## src/rtl/cfgld_pkg.sv

```systemverilog
package cfgld_pkg;

    typedef enum logic [2:0] {
        SEQ_IDLE,
        SEQ_INIT_LOW,
        SEQ_INIT_HIGH,
        SEQ_SHIFT,
        SEQ_DONE_WAIT
    } seq_state_e;

    typedef enum logic [1:0] {
        ERR_NONE         = 2'd0,
        ERR_INIT_NO_FALL = 2'd1,
        ERR_INIT_NO_RISE = 2'd2,
        ERR_DONE_MISSING = 2'd3
    } err_code_e;

    typedef enum logic [1:0] {
        STEP_LEAD,
        STEP_SETUP,
        STEP_HOLD,
        STEP_TRAIL
    } bit_step_e;

    typedef struct packed {
        logic clk;
        logic din;
    } pin_pair_t;

    localparam pin_pair_t PINS_REST = '{clk: 1'b1, din: 1'b1};

    // Pin levels for one of the four steps of a serial bit.
    function automatic pin_pair_t step_pins(bit_step_e s, logic b);
        pin_pair_t p;
        case (s)
            STEP_LEAD:  p = '{clk: 1'b0, din: 1'b1};
            STEP_SETUP: p = '{clk: 1'b0, din: b};
            STEP_HOLD:  p = '{clk: 1'b1, din: b};
            default:    p = '{clk: 1'b1, din: 1'b1};
        endcase
        return p;
    endfunction

endpackage

```

## src/rtl/cfgld_poll_timer.sv

```systemverilog
module cfgld_poll_timer #(
    parameter int POLL_LIMIT = 3
) (
    input  logic clk,
    input  logic rst,
    input  logic clear,
    input  logic tick,
    input  logic waiting,
    output logic expire
);
    localparam int MAXC = POLL_LIMIT + 1;
    localparam int CW   = $clog2(MAXC + 1);

    logic [CW-1:0] cnt_q;

    assign expire = tick && waiting && (cnt_q == CW'(MAXC));

    always_ff @(posedge clk) begin
        if (rst || clear) begin
            cnt_q <= '0;
        end else if (tick && waiting && (cnt_q != CW'(MAXC))) begin
            cnt_q <= cnt_q + CW'(1);
        end
    end

    assert_count_in_range_R4: assert property (@(posedge clk) disable iff (rst)
        cnt_q <= CW'(MAXC));

endmodule

```

## src/rtl/cfgld_preamble_hunt.sv

```systemverilog
module cfgld_preamble_hunt #(
    parameter int SYNC_LEN = 4
) (
    input  logic       clk,
    input  logic       rst,
    input  logic       arm,
    input  logic       enable,
    input  logic       s_valid,
    input  logic [7:0] s_data,
    input  logic       s_last,
    output logic       s_ready,
    output logic       b_valid,
    output logic [7:0] b_data,
    output logic       b_last,
    input  logic       b_ready,
    output logic       tail_nosync
);
    localparam int RW = $clog2(SYNC_LEN + 1);

    logic          locked_q;
    logic [RW-1:0] run_q;
    logic [RW-1:0] replay_q;
    logic          last_held_q;
    logic          is_ff;
    logic          completes;

    assign is_ff     = (s_data == 8'hFF);
    assign completes = is_ff && (run_q == RW'(SYNC_LEN - 1));

    always_comb begin
        s_ready     = 1'b0;
        b_valid     = 1'b0;
        b_data      = 8'hFF;
        b_last      = 1'b0;
        tail_nosync = 1'b0;
        if (!locked_q) begin
            s_ready     = enable;
            tail_nosync = enable && s_valid && s_last && !completes;
        end else if (replay_q != '0) begin
            b_valid = enable;
            b_last  = last_held_q && (replay_q == RW'(1));
        end else begin
            s_ready = enable && b_ready;
            b_valid = enable && s_valid;
            b_data  = s_data;
            b_last  = s_last;
        end
    end

    always_ff @(posedge clk) begin
        if (rst || arm) begin
            locked_q    <= 1'b0;
            run_q       <= '0;
            replay_q    <= '0;
            last_held_q <= 1'b0;
        end else if (!locked_q) begin
            if (enable && s_valid) begin
                if (completes) begin
                    locked_q    <= 1'b1;
                    replay_q    <= RW'(SYNC_LEN);
                    last_held_q <= s_last;
                    run_q       <= '0;
                end else if (is_ff) begin
                    run_q <= run_q + RW'(1);
                end else begin
                    run_q <= '0;
                end
            end
        end else if ((replay_q != '0) && b_valid && b_ready) begin
            replay_q <= replay_q - RW'(1);
        end
    end

    assert_lock_sticks_R6: assert property (@(posedge clk) disable iff (rst)
        (locked_q && !arm) |=> locked_q);

    assert_no_output_before_lock_R6: assert property (@(posedge clk) disable iff (rst)
        (!locked_q) |-> !b_valid);

endmodule

```

## src/rtl/cfgld_bit_shifter.sv

```systemverilog
module cfgld_bit_shifter
    import cfgld_pkg::*;
#(
    parameter int STEP_CLKS = 1
) (
    input  logic       clk,
    input  logic       rst,
    input  logic       b_valid,
    input  logic [7:0] b_data,
    input  logic       b_last,
    output logic       b_ready,
    output logic       cfg_clk,
    output logic       cfg_din,
    output logic       tail_sent
);
    localparam int DW = (STEP_CLKS > 1) ? $clog2(STEP_CLKS) : 1;

    logic          active_q;
    logic [7:0]    shreg_q;
    logic [2:0]    bitn_q;
    bit_step_e     step_q;
    logic [DW-1:0] dwell_q;
    logic          last_q;
    logic          dwell_end;
    pin_pair_t     pins;

    assign dwell_end = (dwell_q == DW'(STEP_CLKS - 1));
    assign b_ready   = !active_q;
    assign tail_sent = active_q && dwell_end && (step_q == STEP_TRAIL)
                       && (bitn_q == 3'd0) && last_q;

    always_comb begin
        pins = active_q ? step_pins(step_q, shreg_q[7]) : PINS_REST;
    end

    assign cfg_clk = pins.clk;
    assign cfg_din = pins.din;

    always_ff @(posedge clk) begin
        if (rst) begin
            active_q <= 1'b0;
            shreg_q  <= '0;
            bitn_q   <= '0;
            step_q   <= STEP_LEAD;
            dwell_q  <= '0;
            last_q   <= 1'b0;
        end else if (!active_q) begin
            if (b_valid) begin
                active_q <= 1'b1;
                shreg_q  <= b_data;
                bitn_q   <= 3'd7;
                step_q   <= STEP_LEAD;
                dwell_q  <= '0;
                last_q   <= b_last;
            end
        end else if (!dwell_end) begin
            dwell_q <= dwell_q + DW'(1);
        end else begin
            dwell_q <= '0;
            if (step_q == STEP_TRAIL) begin
                step_q <= STEP_LEAD;
                if (bitn_q == 3'd0) begin
                    active_q <= 1'b0;
                end else begin
                    bitn_q  <= bitn_q - 3'd1;
                    shreg_q <= {shreg_q[6:0], 1'b0};
                end
            end else begin
                step_q <= bit_step_e'(step_q + 2'd1);
            end
        end
    end

    assert_clk_fall_data_high_R8: assert property (@(posedge clk) disable iff (rst)
        $fell(cfg_clk) |-> (cfg_din && $past(cfg_din)));

    assert_data_steady_at_rise_R8: assert property (@(posedge clk) disable iff (rst)
        $rose(cfg_clk) |-> $stable(cfg_din));

    assert_data_falls_with_clk_low_R8: assert property (@(posedge clk) disable iff (rst)
        $fell(cfg_din) |-> !cfg_clk);

    assert_accept_starts_shift_R7: assert property (@(posedge clk) disable iff (rst)
        (b_valid && b_ready) |=> !cfg_clk);

endmodule

```

## src/rtl/serial_cfg_loader.sv

```systemverilog
module serial_cfg_loader
    import cfgld_pkg::*;
#(
    parameter bit PROG_ACTIVE_HIGH = 1'b0,
    parameter int STEP_CLKS        = 1,
    parameter int POLL_LIMIT       = 3,
    parameter int SYNC_LEN         = 4
) (
    input  logic       clk,
    input  logic       rst,
    input  logic       start,
    input  logic       ms_tick,
    input  logic       s_valid,
    input  logic [7:0] s_data,
    input  logic       s_last,
    output logic       s_ready,
    output logic       cfg_prog,
    output logic       cfg_clk,
    output logic       cfg_din,
    input  logic       cfg_init,
    input  logic       cfg_done,
    output logic       busy,
    output logic       done_ok,
    output logic [1:0] err_code
);
    localparam logic PROG_ON_LVL  = PROG_ACTIVE_HIGH;
    localparam logic PROG_OFF_LVL = !PROG_ACTIVE_HIGH;

    seq_state_e state_q, state_d;
    err_code_e  err_q, err_d;
    logic       ok_q, ok_d;
    logic       go;
    logic       waiting;
    logic       expire;
    logic       timer_clr;
    logic       tail_sent;
    logic       tail_nosync;
    logic       b_valid, b_last, b_ready;
    logic [7:0] b_data;

    assign go = (state_q == SEQ_IDLE) && start;

    always_comb begin
        waiting = 1'b0;
        case (state_q)
            SEQ_INIT_LOW:  waiting = cfg_init;
            SEQ_INIT_HIGH: waiting = !cfg_init;
            SEQ_DONE_WAIT: waiting = !cfg_done;
            default:       waiting = 1'b0;
        endcase
    end

    always_comb begin
        state_d = state_q;
        err_d   = err_q;
        ok_d    = ok_q;
        case (state_q)
            SEQ_IDLE: begin
                if (start) begin
                    state_d = SEQ_INIT_LOW;
                    err_d   = ERR_NONE;
                    ok_d    = 1'b0;
                end
            end
            SEQ_INIT_LOW: begin
                if (!cfg_init) begin
                    state_d = SEQ_INIT_HIGH;
                end else if (expire) begin
                    state_d = SEQ_IDLE;
                    err_d   = ERR_INIT_NO_FALL;
                end
            end
            SEQ_INIT_HIGH: begin
                if (cfg_init) begin
                    state_d = SEQ_SHIFT;
                end else if (expire) begin
                    state_d = SEQ_IDLE;
                    err_d   = ERR_INIT_NO_RISE;
                end
            end
            SEQ_SHIFT: begin
                if (tail_sent || tail_nosync) begin
                    state_d = SEQ_DONE_WAIT;
                end
            end
            SEQ_DONE_WAIT: begin
                if (cfg_done) begin
                    state_d = SEQ_IDLE;
                    ok_d    = 1'b1;
                end else if (expire) begin
                    state_d = SEQ_IDLE;
                    err_d   = ERR_DONE_MISSING;
                end
            end
            default: state_d = SEQ_IDLE;
        endcase
    end

    assign timer_clr = (state_q == SEQ_IDLE) || (state_d != state_q);

    always_ff @(posedge clk) begin
        if (rst) begin
            state_q <= SEQ_IDLE;
            err_q   <= ERR_NONE;
            ok_q    <= 1'b0;
        end else begin
            state_q <= state_d;
            err_q   <= err_d;
            ok_q    <= ok_d;
        end
    end

    assign busy     = (state_q != SEQ_IDLE);
    assign done_ok  = ok_q;
    assign err_code = err_q;
    assign cfg_prog = (state_q == SEQ_INIT_LOW) ? PROG_ON_LVL : PROG_OFF_LVL;

    cfgld_poll_timer #(
        .POLL_LIMIT(POLL_LIMIT)
    ) u_timer (
        .clk    (clk),
        .rst    (rst),
        .clear  (timer_clr),
        .tick   (ms_tick),
        .waiting(waiting),
        .expire (expire)
    );

    cfgld_preamble_hunt #(
        .SYNC_LEN(SYNC_LEN)
    ) u_hunt (
        .clk        (clk),
        .rst        (rst),
        .arm        (go),
        .enable     (state_q == SEQ_SHIFT),
        .s_valid    (s_valid),
        .s_data     (s_data),
        .s_last     (s_last),
        .s_ready    (s_ready),
        .b_valid    (b_valid),
        .b_data     (b_data),
        .b_last     (b_last),
        .b_ready    (b_ready),
        .tail_nosync(tail_nosync)
    );

    cfgld_bit_shifter #(
        .STEP_CLKS(STEP_CLKS)
    ) u_shift (
        .clk      (clk),
        .rst      (rst),
        .b_valid  (b_valid),
        .b_data   (b_data),
        .b_last   (b_last),
        .b_ready  (b_ready),
        .cfg_clk  (cfg_clk),
        .cfg_din  (cfg_din),
        .tail_sent(tail_sent)
    );

    assert_start_enters_reset_R2: assert property (@(posedge clk) disable iff (rst)
        (!busy && start) |=> (busy && (cfg_prog == PROG_ON_LVL)));

    assert_busy_fall_has_result_R5: assert property (@(posedge clk) disable iff (rst)
        $fell(busy) |-> (done_ok || (err_code != 2'd0)));

    assert_result_exclusive_R5: assert property (@(posedge clk) disable iff (rst)
        !(done_ok && (err_code != 2'd0)));

    assert_prog_off_while_clocking_R9: assert property (@(posedge clk) disable iff (rst)
        ($fell(cfg_clk) || $rose(cfg_clk)) |-> (cfg_prog == PROG_OFF_LVL));

    assert_result_hold_R11: assert property (@(posedge clk) disable iff (rst)
        (!busy && !start) |=> ($stable(err_code) && $stable(done_ok)));

    assert_no_stream_before_init_R3: assert property (@(posedge clk) disable iff (rst)
        (state_q == SEQ_INIT_LOW || state_q == SEQ_INIT_HIGH) |-> !s_ready);

endmodule

```

## config.mk

```make
export PLATFORM = sky130hd
export DESIGN_NAME = serial_cfg_loader
export DESIGN_NICKNAME = d
export VERILOG_FILES = /design/src/rtl/cfgld_pkg.sv /design/src/rtl/cfgld_poll_timer.sv /design/src/rtl/cfgld_preamble_hunt.sv /design/src/rtl/cfgld_bit_shifter.sv /design/src/rtl/serial_cfg_loader.sv
export SDC_FILE = /design/constraint.sdc
export NUM_CORES = 1
export LEC_CHECK = 0
export ABC_AREA = 1
export BUFFER_PORTS_ARGS = -buffer_cell sky130_fd_sc_hd__buf_2
export CORE_UTILIZATION = 45
export CTS_CLUSTER_DIAMETER = 80
export DETAILED_ROUTE_END_ITERATION = 7
export GPL_TIMING_DRIVEN = 0
export PLACE_DENSITY = 0.71
export SETUP_SLACK_MARGIN = 0.05
export SYNTH_ARGS = -nofsm -noshare
export SYNTH_HDL_FRONTEND = slang
export SYNTH_SLANG_ARGS = --single-unit
export TNS_END_PERCENT = 20
```

## constraint.sdc

```tcl
create_clock -name clk -period 5.14 [get_ports clk]
set_input_delay 0.771 -clock clk [delete_from_list [all_inputs] [get_ports clk]]
set_output_delay 0.771 -clock clk [all_outputs]
set_load 0.01 [all_outputs]
```

After elaboration in Yosys (flattened, before gate mapping)
Cells that the tools add are included.
Widths: inputs -> output; s select.
{"block": "totals", "reg_bits": 33, "latchBits": 0, "ram_bits": 0, "rom_bits": 0, "output_inout_bits": 8, "wordCells": 152, "mem_count": 0}
{"block": "op_classes", "add_sub_neg": 6, "multipliers": 0, "div": 0, "n_lt_le_gt_ge": 0, "eq_ne": 25, "shift": 0, "n_mux": 62, "n_bitwise": 3, "reduce_logical": 42}
{"cell": "$mux 8", "count": 7}
{"cell": "$mux 3", "count": 17}
{"cell": "$mux 2", "count": 12}
{"cell": "$ne 2x2->1 const B", "count": 12}
{"cell": "$mux 1", "count": 21}
{"cell": "$logic_and 1x1->1", "count": 16}
{"cell": "$pmux 3 s5", "count": 1}
{"cell": "$eq 3x2->1 const B", "count": 3}
{"cell": "$reduce_and 3->1", "count": 3}
{"cell": "$eq 8x8->1 const B", "count": 1}
{"cell": "$pmux 2 s4", "count": 1}
{"cell": "$reduce_and 8->1", "count": 1}
{"cell": "$reduce_bool 2->1", "count": 4}
{"cell": "$add 3x1->3 const B", "count": 2}
{"cell": "$eq 3x1->1 const B", "count": 2}
{"cell": "$eq 3x3->1 const B", "count": 2}
{"cell": "$logic_not 3->1", "count": 2}
{"cell": "$pmux 2 s3", "count": 1}
{"cell": "$reduce_and 2->1", "count": 3}
{"cell": "$reduce_bool 3->1", "count": 2}
{"cell": "$sub 3x1->3 const B", "count": 2}
{"cell": "$eq 2x2->1 const B", "count": 2}
{"cell": "$logic_not 1->1", "count": 4}
{"cell": "$logic_or 1x1->1", "count": 4}
{"cell": "other kinds (11)", "count": 13}

Depth between registers and ports, before layout
{"block": "depth", "ltp_word": 11, "depth_mapped": 11, "depth_no_buf": 11}

Cells and area by module
A second synthesis with hierarchy kept.
{"block": "hier_totals", "cells_unflattened": 336, "hier_area_um2": 2199.6}
{"module": "cfgld_bit_shifter", "instances": 1, "cells_each": 130, "area_each_um2": 883.3}
{"module": "cfgld_preamble_hunt", "instances": 1, "cells_each": 93, "area_each_um2": 624.3}
{"module": "serial_cfg_loader", "instances": 1, "cells_each": 83, "area_each_um2": 495.5}
{"module": "cfgld_poll_timer", "instances": 1, "cells_each": 30, "area_each_um2": 196.4}

Worst setup path before layout
No wires, ideal clock.
{"block": "synth_timing", "path_type": "reg2out", "start": "reg u_hunt.replay_q[0]", "end": "out s_ready", "arrival_ns": 0.963, "slack_ns": 3.406, "path_stages_with_launch": 7, "cell_sequence": "dfxtp_1 inv_1 ha_1 nand2_1 inv_1 nand2_1 a21oi_1"}
{"block": "synth_between", "elab_chain_len": 3}
{"element": "from (decl)", "line": "cfgld_preamble_hunt.sv:22", "text": "logic [RW-1:0] replay_q;"}
{"element": "from (signal assigned)", "line": "cfgld_preamble_hunt.sv:60", "text": "replay_q <= RW'(SYNC_LEN);"}
{"element": "from (signal assigned)", "line": "cfgld_preamble_hunt.sv:70", "text": "replay_q <= replay_q - RW'(1);"}
{"element": "$reduce_bool 3->1", "line": "cfgld_preamble_hunt.sv:39", "text": "end else if (replay_q != '0) begin"}
{"element": "$mux 1", "line": "cfgld_preamble_hunt.sv:39"}
{"element": "$mux 1", "line": "cfgld_preamble_hunt.sv:36", "text": "if (!locked_q) begin"}
{"element": "to (decl)", "line": "serial_cfg_loader.sv:16", "text": "output logic s_ready,"}
Every way passes these cells.

Worst setup path in the final report
{"block": "layout_timing", "start": "reg u_shift.active_q", "end": "out cfg_din"}
{"block": "layout_between", "elab_chain_len": 1}
{"element": "from (decl)", "line": "cfgld_bit_shifter.sv:18", "text": "logic active_q;"}
{"element": "from (signal assigned)", "line": "cfgld_bit_shifter.sv:41", "text": "active_q <= 1'b0;"}
{"element": "from (signal assigned)", "line": "cfgld_bit_shifter.sv:49", "text": "active_q <= 1'b1;"}
{"element": "from (signal assigned)", "line": "cfgld_bit_shifter.sv:63", "text": "active_q <= 1'b0;"}
{"element": "$mux 2", "line": "cfgld_bit_shifter.sv:33", "text": "pins = active_q ? step_pins(step_q, shreg_q[7]) : PINS_REST;"}
{"element": "to (decl)", "line": "serial_cfg_loader.sv:19", "text": "output logic cfg_din,"}
Every way passes these cells.

==> results.sh <==
export IMPL_status="complete, no violations"
export IMPL_p_int_mw=0.384
export IMPL_cp_max_fo=10
export IMPL_initial_utilization_pct=47.0
export IMPL_numClockSinks=32
export IMPL_grt_pass1_vias=1543
export IMPL_synth_nets=296
export IMPL_hold_ws_ns=0.465
export IMPL_synth_cell_types=34
export IMPL_start_kind="register"
export IMPL_grtUsageTotal_pct=19.3
export IMPL_htreeDepth=2
export IMPL_cts_buffers_inserted=5
export IMPL_synth_seq_area_share_pct=34.1
export IMPL_pin_count=24
export IMPL_final_common_cell="nand2_1"
export IMPL_syn_cell_area_sq_mm=0.00188
export IMPL_total_leakage_power_nw=0.989
export IMPL_critPathMaxStageDelay_ns=0.48
export IMPL_dr_total_vias=1698
export IMPL_skew_ns=0.00290
export IMPL_finalPower_mw=0.522
export IMPL_hold_viol=0
export IMPL_postCtsSetupBuffers=0
export IMPL_cts_resized=0
export IMPL_area_delta_synth_final_pct=14.2
export IMPL_holdBufCountCts=0
export IMPL_coreArea_sq_mm=0.00400
export IMPL_die_w_um=66.6
export IMPL_rsz0062_at_grt="false"
export IMPL_root_buffer="clkbuf_8"
export IMPL_num_rows=23
export IMPL_pwr_share_seq_pct=49.3
export IMPL_timing_slew_headroom_pct=66.5
export IMPL_die_h_um=66.6
export IMPL_grt_pass1_wl_mm=6.44
export IMPL_drt_wl_total_mm=3.72
export IMPL_vias_per_cell=4.91
export IMPL_antenna_cells=0
export IMPL_finalSetupTns_ns=0
export IMPL_syn_area_per_cell_sq_um=7.07
export IMPL_post_route_min_period_ns=2.26
export IMPL_crit_arrival_ns=1.49
export IMPL_ys_warn_count=0
export IMPL_clk_latency_ns=0.29
export IMPL_hold_class="reg -> reg"
export IMPL_remaining_drc_errors=0
export IMPL_crit_chain="inv_1 > buf_2 > nor3_1 > nand2_1 > buf_2"
export IMPL_clockBufferDepth=2
export IMPL_finalSetupViolCount=0
export IMPL_nets=325
export IMPL_first_pass_iters=4
export IMPL_crit_type="reg -> out"
export IMPL_cp_data_required_time_ns=4.37
export IMPL_drv_cap=0
export IMPL_grt_ovfl_total=0
export IMPL_pwr_share_clk_pct=38.9
export IMPL_p_sw_mw=0.138
export IMPL_max_vdd_ir_drop_uv=165
export IMPL_die_area_sq_mm=0.00444
export IMPL_switching_share_pct=26.4
export IMPL_synth_cells=266
export IMPL_async_flop_share_pct=0
export IMPL_cts_tree="built"
export IMPL_fmax_mhz=443
export IMPL_grt_max_degree=11
export IMPL_tightestPinTransition_ns=0.503
export IMPL_drt_initial_drc_count=101
export IMPL_ant_nets=0
export IMPL_wl_per_cell_um=10.7
export IMPL_place_ws_ns=3.06
export IMPL_critPathCaptureType="output port"
export IMPL_dp_hpwl_mm=2.88
export IMPL_gp_congestion=0.765
export IMPL_period_share_pct=43.9
export IMPL_synth_ff_type="dfxtp_1"
export IMPL_mostFrequentLayoutCells="nand2_1 (52), inv_1 (47), dfxtp_1 (32)"
export IMPL_critPathSlowestCell="dfxtp_1"
export IMPL_comb_power_share_pct=11.8
export IMPL_place_port_buffers=22
export IMPL_slew_violations=0
export IMPL_layout_setup_ws_ns=2.88
export IMPL_synth_edff_count=0
export IMPL_ys_ff_latch=32
export IMPL_cp_common_cell="buf_2"
export IMPL_clk_pin_slew_ns=0.07
export IMPL_powerDensity_mw_per_mm2=243
export IMPL_antenna_found_initial=0
export IMPL_final_layout_size_suffix_gt1_share_pct=15.2
## final timing paths
path	from	to	slack, ns	depth (start not counted)
worst max-delay path	u_shift.active_q	cfg_din	2.88	5
worst max register to register	u_hunt.replay_q[0]	u_hunt.replay_q[1]	3.27	11
worst min register to register	u_shift.shreg_q[0]	u_shift.shreg_q[0]	0.47	2
worst min-delay path	u_shift.shreg_q[0]	u_shift.shreg_q[0]	0.47	2
## critical path: cells and delay by family, from the launching register on
kind,cells,cell delay (ns)
buf+inv,3,0.51
simple gates,2,0.21
flops,1,0.48
## logic make-up (layout without fill, tap and decap cells)
kind of cell    count (synthesis)  in the layout  share of synthesized area [%]
buf+inv                        55             85                           12.3
fa+ha+maj                      14             14                           9.32
xor+xnor                        3              3                           1.40
flops                          32             32                           34.1
compound gates                 52             52                           15.8
mux                             1              1                          0.533
simple gates                  109            109                           26.6
## routing by layer
metal / track usage [%] / wire length (um) / up-vias
li1: - / - / 918
met1: 23.7 / 1860 / 748
met2: 31.6 / 1650 / 25
met3: 4.28 / 154 / 7
met4: 9.31 / 53 / 0
met5: 0 / 0 / -
## cells in the mapped netlist, types with 2 or more instances
| cell type | instances | share of area (%) |
|---|---|---|
| o21ai_0 | 21 | 5.6 |
| nand2_1 | 52 | 10 |
| dfxtp_1 | 32 | 34 |
| nand3_1 | 18 | 4.8 |
| nand4_1 | 7 | 2.3 |
| xor2_1 | 2 | 0.93 |
| o21ai_2 | 2 | 0.93 |
| nor2_1 | 20 | 4.0 |
| a21oi_2 | 2 | 0.93 |
| clkbuf_1 | 2 | 0.40 |
| a211oi_1 | 2 | 0.80 |
| inv_2 | 3 | 0.60 |
| a21oi_1 | 19 | 5.1 |
| inv_1 | 47 | 9.4 |
| nor3_1 | 5 | 1.3 |
| ha_1 | 14 | 9.3 |
## power by group through the flow
| stage | logic [mW] | registers, mW | clock network [mW] |
|---|---|---|---|
| finish | 0.0618 | 0.257 | 0.203 |
| global route | 0.0717 | 0.258 | 0.219 |
| CTS | 0.0618 | 0.257 | 0.209 |
| detailed placement | 0.0615 | 0.263 | 0 |
| global placement | 0.0612 | 0.263 | 0 |
| floorplan | 0.0399 | 0.264 | 0 |
## final cells by class
cell class	instances	area (sq um)
plain buffers	5	43.8
well taps	50	62.6
fillers	386	1850
multi-input cells	179	1010
clock inverters	1	7.51
inverters	50	188
clock buffers	7	86.3
flip-flops and latches	32	641
repair buffers	22	110
## registers in the layout, summed over array words and instances (netlist names)
signal,count
u_shift.bitn_q,3
u_shift.step_q,2
u_hunt.last_held_q,1
u_hunt.replay_q,3
u_hunt.run_q,3
u_shift.active_q,1
u_shift.last_q,1
u_shift.shreg_q,8
state_q,3
u_timer.cnt_q,3
done_ok,1
u_hunt.locked_q,1
err_code,2
## stage by stage
step,util [%],instances,cell area (sq um)
global placement,51.3,338,2050
detailed placement,51.3,338,2050
CTS,53.6,346,2150
global route,53.6,346,2150
finish,53.6,346,2150
floorplan,-,266,1880
(Power assumes the default switching activity.)
